File: src/rtl/ps2_host_pkg.sv
package ps2_host_pkg;

  localparam int FRAME_BITS = 11;
  localparam int DATA_BITS  = 8;

  typedef enum logic [1:0] {
    TX_IDLE,
    TX_INHIBIT,
    TX_START,
    TX_SHIFT
  } tx_state_t;

  function automatic logic odd_parity(input logic [DATA_BITS-1:0] d);
    return ~(^d);
  endfunction

endpackage

File: src/rtl/ps2_sync_filter.sv
module ps2_sync_filter #(
  parameter int FILT_LEN = 8
) (
  input  logic clk,
  input  logic rst,
  input  logic pin,
  output logic level
);

  logic s1, s2;

  always_ff @(posedge clk) begin
    if (rst) begin
      s1 <= 1'b1;
      s2 <= 1'b1;
    end else begin
      s1 <= pin;
      s2 <= s1;
    end
  end

  generate
    if (FILT_LEN > 1) begin : g_filter
      logic [FILT_LEN-1:0] hist;
      logic                filt;

      always_ff @(posedge clk) begin
        if (rst) begin
          hist <= '1;
          filt <= 1'b1;
        end else begin
          hist <= {hist[FILT_LEN-2:0], s2};
          if (&hist)
            filt <= 1'b1;
          else if (~|hist)
            filt <= 1'b0;
        end
      end

      assign level = filt;
    end else begin : g_plain
      assign level = s2;
    end
  endgenerate

endmodule

File: src/rtl/ps2_rx_frame.sv
module ps2_rx_frame
  import ps2_host_pkg::*;
(
  input  logic                 clk,
  input  logic                 rst,
  input  logic                 enable,
  input  logic                 abort,
  input  logic                 fall,
  input  logic                 din,
  output logic                 busy,
  output logic                 valid,
  output logic                 err,
  output logic [DATA_BITS-1:0] data_o
);

  localparam int CNT_W = $clog2(FRAME_BITS + 1);

  logic [CNT_W-1:0]      bit_cnt;
  logic [FRAME_BITS-2:0] shreg;
  logic [FRAME_BITS-1:0] frame_w;
  logic                  good_w;

  // frame_w[0] is the start bit, [8:1] data, [9] parity, [10] stop
  assign frame_w = {din, shreg};
  assign good_w  = ~frame_w[0] & frame_w[FRAME_BITS-1] & (^frame_w[DATA_BITS+1:1]);
  assign busy    = (bit_cnt != '0);

  always_ff @(posedge clk) begin
    if (rst) begin
      bit_cnt <= '0;
      shreg   <= '0;
      valid   <= 1'b0;
      err     <= 1'b0;
      data_o  <= '0;
    end else begin
      valid <= 1'b0;
      err   <= 1'b0;
      if (abort) begin
        bit_cnt <= '0;
      end else if (enable && fall) begin
        shreg <= {din, shreg[FRAME_BITS-2:1]};
        if (bit_cnt == CNT_W'(FRAME_BITS - 1)) begin
          bit_cnt <= '0;
          if (good_w) begin
            valid  <= 1'b1;
            data_o <= frame_w[DATA_BITS:1];
          end else begin
            err <= 1'b1;
          end
        end else begin
          bit_cnt <= bit_cnt + 1'b1;
        end
      end
    end
  end

endmodule

File: src/rtl/ps2_tx_frame.sv
module ps2_tx_frame
  import ps2_host_pkg::*;
#(
  parameter int INHIBIT_CYC = 5000
) (
  input  logic                 clk,
  input  logic                 rst,
  input  logic                 go,
  input  logic [DATA_BITS-1:0] byte_i,
  input  logic                 abort,
  input  logic                 fall,
  input  logic                 din,
  output logic                 busy,
  output logic                 waiting,
  output logic                 clk_pull_n,
  output logic                 data_pull_n,
  output logic                 done,
  output logic                 ack_ok
);

  localparam int INH_W  = $clog2(INHIBIT_CYC + 1);
  localparam int BIT_W  = $clog2(FRAME_BITS + 1);
  localparam int SHIFT_N = FRAME_BITS - 1;   // data + parity + stop

  tx_state_t          state;
  logic [INH_W-1:0]   inh_cnt;
  logic [BIT_W-1:0]   bit_cnt;
  logic [SHIFT_N-1:0] payload;

  assign busy    = (state != TX_IDLE);
  assign waiting = (state == TX_SHIFT);

  always_ff @(posedge clk) begin
    if (rst) begin
      state       <= TX_IDLE;
      inh_cnt     <= '0;
      bit_cnt     <= '0;
      payload     <= '1;
      clk_pull_n  <= 1'b1;
      data_pull_n <= 1'b1;
      done        <= 1'b0;
      ack_ok      <= 1'b0;
    end else begin
      done <= 1'b0;
      if (abort) begin
        state       <= TX_IDLE;
        clk_pull_n  <= 1'b1;
        data_pull_n <= 1'b1;
      end else begin
        unique case (state)
          TX_IDLE: begin
            if (go) begin
              payload    <= {1'b1, odd_parity(byte_i), byte_i};
              inh_cnt    <= '0;
              clk_pull_n <= 1'b0;
              state      <= TX_INHIBIT;
            end
          end
          TX_INHIBIT: begin
            inh_cnt <= inh_cnt + 1'b1;
            if (inh_cnt == INH_W'(INHIBIT_CYC - 1)) begin
              data_pull_n <= 1'b0;
              state       <= TX_START;
            end
          end
          TX_START: begin
            clk_pull_n <= 1'b1;
            bit_cnt    <= '0;
            state      <= TX_SHIFT;
          end
          TX_SHIFT: begin
            if (fall) begin
              if (bit_cnt == BIT_W'(SHIFT_N)) begin
                done        <= 1'b1;
                ack_ok      <= ~din;
                data_pull_n <= 1'b1;
                state       <= TX_IDLE;
              end else begin
                data_pull_n <= payload[bit_cnt[$clog2(SHIFT_N)-1:0]];
                bit_cnt     <= bit_cnt + 1'b1;
              end
            end
          end
          default: state <= TX_IDLE;
        endcase
      end
    end
  end

endmodule

File: src/rtl/ps2_host_ctrl.sv
module ps2_host_ctrl
  import ps2_host_pkg::*;
#(
  parameter int FILT_LEN    = 8,
  parameter int INHIBIT_CYC = 5000,
  parameter int TIMEOUT_CYC = 100000
) (
  input  logic       clk,
  input  logic       rst,
  input  logic       kb_clk_in,
  input  logic       kb_data_in,
  output logic       kb_clk_pull_n,
  output logic       kb_data_pull_n,
  output logic [7:0] rx_data,
  output logic       rx_valid,
  output logic       rx_err,
  output logic       tx_ready,
  input  logic       tx_req,
  input  logic [7:0] tx_byte,
  output logic       tx_done,
  output logic       tx_ack_ok
);

  localparam int WD_W = $clog2(TIMEOUT_CYC + 1);

  logic clk_lvl, data_lvl, clk_lvl_d, fall;
  logic rx_busy, tx_busy, tx_wait, tx_go, abort;
  logic [WD_W-1:0] wd_cnt;

  ps2_sync_filter #(.FILT_LEN(FILT_LEN)) u_clk_sync (
    .clk(clk), .rst(rst), .pin(kb_clk_in), .level(clk_lvl)
  );

  ps2_sync_filter #(.FILT_LEN(1)) u_data_sync (
    .clk(clk), .rst(rst), .pin(kb_data_in), .level(data_lvl)
  );

  always_ff @(posedge clk) begin
    if (rst) begin
      clk_lvl_d <= 1'b1;
      fall      <= 1'b0;
    end else begin
      clk_lvl_d <= clk_lvl;
      fall      <= clk_lvl_d & ~clk_lvl;
    end
  end

  assign tx_ready = ~tx_busy & ~rx_busy;
  assign tx_go    = tx_req & tx_ready;

  // Watchdog: runs only while a frame waits for keyboard edges
  always_ff @(posedge clk) begin
    if (rst) begin
      wd_cnt <= '0;
      abort  <= 1'b0;
    end else begin
      abort <= 1'b0;
      if (fall || !(rx_busy || tx_wait) || abort) begin
        wd_cnt <= '0;
      end else if (wd_cnt == WD_W'(TIMEOUT_CYC - 1)) begin
        wd_cnt <= '0;
        abort  <= 1'b1;
      end else begin
        wd_cnt <= wd_cnt + 1'b1;
      end
    end
  end

  ps2_rx_frame u_rx (
    .clk(clk), .rst(rst),
    .enable(~tx_busy & ~tx_go),
    .abort(abort), .fall(fall), .din(data_lvl),
    .busy(rx_busy), .valid(rx_valid), .err(rx_err), .data_o(rx_data)
  );

  ps2_tx_frame #(.INHIBIT_CYC(INHIBIT_CYC)) u_tx (
    .clk(clk), .rst(rst),
    .go(tx_go), .byte_i(tx_byte),
    .abort(abort), .fall(fall), .din(data_lvl),
    .busy(tx_busy), .waiting(tx_wait),
    .clk_pull_n(kb_clk_pull_n), .data_pull_n(kb_data_pull_n),
    .done(tx_done), .ack_ok(tx_ack_ok)
  );

endmodule

File: config.mk
export PLATFORM = sky130hd
export DESIGN_NAME = ps2_host_ctrl
export DESIGN_NICKNAME = d
export VERILOG_FILES = /design/src/rtl/ps2_host_pkg.sv /design/src/rtl/ps2_sync_filter.sv /design/src/rtl/ps2_rx_frame.sv /design/src/rtl/ps2_tx_frame.sv /design/src/rtl/ps2_host_ctrl.sv
export SDC_FILE = /design/constraint.sdc
export NUM_CORES = 1
export LEC_CHECK = 0
export BUFFER_PORTS_ARGS = -buffer_cell sky130_fd_sc_hd__buf_2
export CORE_UTILIZATION = 64
export CTS_CLUSTER_DIAMETER = 30
export CTS_CLUSTER_SIZE = 40
export DETAILED_ROUTE_END_ITERATION = 8
export PLACE_DENSITY = 0.84
export SLEW_MARGIN = 20
export SYNTH_ARGS = -nofsm -noshare
export SYNTH_HDL_FRONTEND = slang
export SYNTH_HIERARCHICAL = 1
export SYNTH_SLANG_ARGS = --single-unit
File: constraint.sdc
create_clock -name clk -period 4.25 [get_ports clk]
set_clock_uncertainty 0.2 [all_clocks]
set_input_delay 0.85 -clock clk [delete_from_list [all_inputs] [get_ports clk]]
set_output_delay 0.85 -clock clk [all_outputs]
set_load 0.005 [all_outputs]
Word-level counts from Yosys, hierarchy flattened. Index checks and enable logic that the tools add are counted. W data, S select, Z words.

Flip-flop bits (word level): 89. Input port bits: 13. Output and inout bits: 15.

$add $sub $neg: 4. Magnitude comparators: 1. Equal/unequal tests: 12. Mux-type cells: 23. Bitwise gates (word level): 18. Reduce and logical (&&, ||, !) cells: 31.

Operator list (number): $pmux W13 S2 (1); $add A17 B1 Y17 const B (1); $eq A17 B17 Y1 const B (1); $reduce_and A4 Y1 (4); $add A13 B1 Y13 const B (1); $eq A13 B13 Y1 const B (1); $mux W13 (1); $mux W4 (3); $not A1 Y1 (12); $reduce_bool A2 Y1 (5); $mux W1 (9); $reduce_and A3 Y1 (3); $reduce_xor A9 Y1 (1); $add A4 B1 Y4 const B (2); $eq A4 B4 Y1 const B (2); $mux W2 (4); $pmux W2 S4 (1); $pmux W4 S2 (1); $reduce_and A8 Y1 (1); $reduce_or A4 Y1 (2); $reduce_or A8 Y1 (1); $reduce_xor A8 Y1 (1); $and A1 B1 Y1 (6); $ne A2 B2 Y1 const B (3); 14 further kinds (22).

Depth between registers and ports, before layout.
Depth in word-level cells: 9. Depth in mapped cells: 11. Mapped depth without buffers: 11.

Cells and area by module. The synthesis kept the hierarchy.

Modules (own cells, without submodules): ps2_tx_frame (instances 1, cells each 192, area an instance 1627.8 um^2, seq. area each 640.6 um^2); ps2_rx_frame (instances 1, cells each 118, area an instance 1082.3 um^2, seq. area each 480.5 um^2); ps2_host_ctrl (instances 1, cells each 98, area an instance 905.9 um^2, seq. area each 400.4 um^2); ps2_sync_filter (u_clk_sync) (instances 1, cells each 29, area an instance 340.3 um^2, seq. area each 220.2 um^2); ps2_sync_filter (u_data_sync) (instances 1, cells each 4, area an instance 52.6 um^2, seq. area each 40.0 um^2).

Worst setup path after synthesis. OpenSTA, ideal clock, no wires.

Path kind: register to register. Start: register u_rx.bit_cnt[0]. End: register u_tx.inh_cnt[11]. Library setup time: 0.071 ns. Data arrival time: 2.451 ns. Data required time: 3.979 ns. Path slack: 1.529 ns. Stages on the path, launching flop included: 8. Clock period less this slack: 2.721 ns. Path through: dfxtp_1 -> or4_1 -> nor2_1 -> and2_1 -> mux2i_1 -> or4_4 -> or3_1 -> a21oi_1.

Word-level cells in the longest chain between the ends: 6.

Ends and longest elaborated chain: from (decl) (RTL line ps2_rx_frame.sv:18) `logic [CNT_W-1:0] bit_cnt;`; from (signal assigned) (RTL line ps2_rx_frame.sv:51) `bit_cnt <= bit_cnt + 1'b1;`; $reduce_bool A4 Y1 (RTL line ps2_rx_frame.sv:26) `assign busy = (bit_cnt != '0);`; net rx_busy (RTL line ps2_host_ctrl.sv:27) `logic rx_busy, tx_busy, tx_wait, tx_go, abort;`; $not A1 Y1 (RTL line ps2_host_ctrl.sv:48) `assign tx_ready = ~tx_busy & ~rx_busy;`; $and A1 B1 Y1 (RTL line ps2_host_ctrl.sv:48); net tx_ready (RTL line ps2_host_ctrl.sv:17) `output logic tx_ready,`; $and A1 B1 Y1 (RTL line ps2_host_ctrl.sv:49) `assign tx_go = tx_req & tx_ready;`; net tx_go (RTL line ps2_host_ctrl.sv:27); $ne A2 B2 Y1 (no source line); $reduce_and A3 Y1 (no source line); to (signal assigned) (RTL line ps2_tx_frame.sv:60) `inh_cnt <= inh_cnt + 1'b1;`; to (decl) (RTL line ps2_tx_frame.sv:26) `logic [INH_W-1:0] inh_cnt;`.

The timed path passes the listed nets, and every way through them passes these cells. A chain may end at the register's enable or synchronous reset.

Worst setup path after layout.
Start: register u_rx.bit_cnt[0]. End: register u_tx.inh_cnt[12].

Word-level cells in the longest chain between the ends: 6.

Ends and longest elaborated chain (RTL line): $reduce_bool A4 Y1 (ps2_rx_frame.sv:26); net rx_busy (ps2_host_ctrl.sv:27); $not A1 Y1 (ps2_host_ctrl.sv:48); $and A1 B1 Y1 (ps2_host_ctrl.sv:48); $and A1 B1 Y1 (ps2_host_ctrl.sv:49); net tx_go (ps2_host_ctrl.sv:27); $ne A2 B2 Y1 (no source line); $reduce_and A3 Y1 (no source line).

The timed path passes the listed nets, and every way through them passes these cells.

==> summary.txt <==
Synth
  • Synth Area per Inst: approximately 9 um2
  • Netlist cell types: 60
  • Mapped Nets: 462
  • Asr flop ratio synth: 0
  • Syn Inst Count: between 400 and 500
  • Number of synthesized flops with an enable pin: 0
  • Number of synthesized register bits: between 80 and 90
  • Main flop type after synthesis: dfxtp_1
  • Synth area leaders: dfxtp_1, nor2_1, xnor2_1
  • Yosys warnings: 6
  • Area leader, netlist: dfxtp_1
  • Synth top area share: 0.444
  • Sequential fraction of the synthesis area: 0.444
  • Cell area after synthesis: between 0.004 and 0.005 mm2

Power and ir drop
  • Overall Power: between 1.5 and 2 mW
  • VDD IR max: slightly above 300 uV
  • Register share of total power: 0.495
  • Leakage: about 1.6 nW
  • Int Power: roughly 1.3 mW
  • Cell Pwr Density: between 400 and 500 mW/mm2
  • Switching Fraction: 0.289
  • P_sw: ~0.53 mW
  • Logic pwr share: 0.172
  • Clk pwr share: 0.333

Drt
  • Met3 routed WL: just over 200 um
  • Total number of vias: roughly 3,200
  • Via/cell ratio: between 5 and 6
  • First-pass DRT Iterations: 6
  • Drt initial violations: ~190
  • Remaining antenna violation count after routing: 0
  • Post-DR wirelength/cell: 14.0 um
  • Routed wl met2: 3960 um
  • Residual DRC: 0
  • Sum of routed wire segments on met1: roughly 3400 um
  • Max Used Layer: met4
  • Detailed Route WL: 7620 um

STA
  • Worst setup margin: ~1300 ps
  • Slew Viols, Final: 0
  • Slew headroom: 0.442
  • Max Clk Rate: approximately 0.34 GHz
  • Tightest Pin Transition: between 800 and 900 ps
  • Final setup fails: 0
  • Final hold viol count: 0
  • Total Neg Setup Slack: 0 ps
  • RSZ-0062 raised after global routing: no
  • Final Critical Period: about 3000 ps
  • Period Utilization, post-route: 0.693
  • WHS: 207 ps

Floorplanning
  • IO Count: 28
  • Row Count: 28
  • Die extent in x: about 81 um
  • Std-Cell Core Area: roughly 0.0060 mm2
  • Initial core utilization: 0.669
  • Die H: ~80 um
  • Die footprint: ~0.0066 mm2

Setup path
  • Crit-path max FO: 10
  • Worst reg2reg setup slack: between 1000 and 1500 ps
  • Critical Path Sink Type: register
  • R2R Path End: u_tx/inh_cnt[12]
  • R2R depth: 7
  • Critical path class: register to register
  • Worst setup startpoint: u_rx/bit_cnt[0]
  • CP endpoint: u_tx/inh_cnt[12]
  • Setup crit start kind: register
  • Req. time, crit path: ~4300 ps
  • Critical path arrival: around 3000 ps
  • RR Startpoint: u_rx/bit_cnt[0]

Placement
  • PortBufs: 27
  • Pre-CTS setup slack: roughly 1300 ps
  • Gpl congestion: roughly 0.80
  • Placed cells: ~530
  • HPWL after DPL: 5130 um
  • Placed cell area: 0.00417 mm2

Flow run
  • Number of max-cap violations: 0

Finish
  • Share of cells above drive strength 1: 0.145
  • Syn-to-layout area delta: 9.46%
  • Most frequent cells in the layout: dfxtp_1, nor2_1, nand2_1
  • Post-Layout Inst Area: approximately 0.0044 mm2
  • Fin util: 0.732
  • Most common cell after layout, fill and taps aside: dfxtp_1
  • # diodes: 0
  • Layout net count: just under 500
  • Cell Count, Final, Fillers Out: approximately 550

Clocking
  • Deepest clock path buffer count: 2
  • Setup bufs post-CTS: 0
  • Worst skew pair latency: between 300 and 400 ps
  • H-tree Lvls: 3
  • CTS resizes: 0
  • CTS Hold Bufs: 0
  • Clock Sink Count: 89
  • CTS tree: built
  • Clock Pin Slew Worst Setup and Hold Paths: approximately 90 ps
  • CTS Buf Count: 9
  • Clock root cell: clkbuf_8

Outcome
  • Status: completed

Global route
  • First-pass GRT wire length: roughly 13,000 um
  • Total gr overflow: 0
  • Vias in the first global route: 2,927
  • Initial antenna violation count: 0
  • Largest net degree at the start of global routing: between 50 and 60
  • GRT Resource Usage Total: 0.248

Min path
  • Min-Delay Path Class: register to register
## worst max-delay path, stage by stage (launching register included)
cell	delay (ps)
dfxtp_1	390
or4_1	560
nor2_1	130
and2_1	220
mux2i_1	260
or4_1	620
or3_1	370
a21oi_1	130
## worst min-delay path by stage
| stage | from | endpoint | cells after the start |
|---|---|---|---|
| floorplan | u_clk_sync/s2 | u_clk_sync/g_filter.hist[0] | 1 |
| global placement | u_data_sync/s1 | u_data_sync/level | 1 |
| detailed placement | u_data_sync/s1 | u_data_sync/level | 1 |
| CTS | u_data_sync/s1 | u_data_sync/level | 1 |
| global route | u_clk_sync/s2 | u_clk_sync/g_filter.hist[0] | 1 |
| finish | u_data_sync/s1 | u_data_sync/level | 1 |
## synthesized netlist by cell type, types with 12 or more instances
cell / n
nand2b_1: 15
a21oi_1: 25
o21ai_0: 21
xnor2_1: 19
clkbuf_1: 12
nand2_1: 36
xor2_1: 13
nand4_1: 12
nor2_1: 52
nand3_1: 15
dfxtp_1: 89
## routing by layer
layer | vias up | global-route usage
li1 | 1577 | -
met1 | 1513 | 0.299
met2 | 53 | 0.429
met3 | 11 | 0.0404
met4 | 0 | 0.116
met5 | - | 0
## kinds of logic after synthesis
| family | count (synthesis) | synth area share |
|---|---|---|
| AND/OR/NAND/NOR | 204 | 0.278 |
| flip-flops | 89 | 0.444 |
| AO/OA/AOI/OAI | 66 | 0.102 |
| XOR/XNOR | 35 | 0.0836 |
| buffers and inverters | 26 | 0.0281 |
| multiplexers | 13 | 0.0387 |
| adder cells (fa/ha/maj) | 8 | 0.0250 |
## sequential cells by signal (all words and copies together), names as in the netlist, 2 cells and up
register,flops
wd_cnt,17
u_rx/bit_cnt,4
u_tx/payload,9
u_rx/shreg,10
u_tx/state,2
u_clk_sync/g_filter.hist,8
u_rx/data_o,8
u_tx/bit_cnt,4
u_tx/inh_cnt,13
## cell type report
class,instances,area (um2)
multi-input cells,326,2110
flip-flops and latches,89,1780
fillers,442,1600
clock buffers,11,151
repair buffers,28,143
well taps,75,93.8
clock inverters,5,62.6
inverters,11,41.3
## power groups by stage
| stage | Sequential (mW) | Combinational (mW) | Clock (mW) |
|---|---|---|---|
| after CTS | 0.904 | 0.309 | 0.616 |
| after floorplan | 0.916 | 0.227 | 0 |
| after global routing | 0.908 | 0.347 | 0.650 |
| final | 0.904 | 0.314 | 0.608 |
| after global placement | 0.920 | 0.293 | 0 |
| after detailed placement | 0.923 | 0.304 | 0 |
No activity file was read; power rests on OpenSTA's default activity.
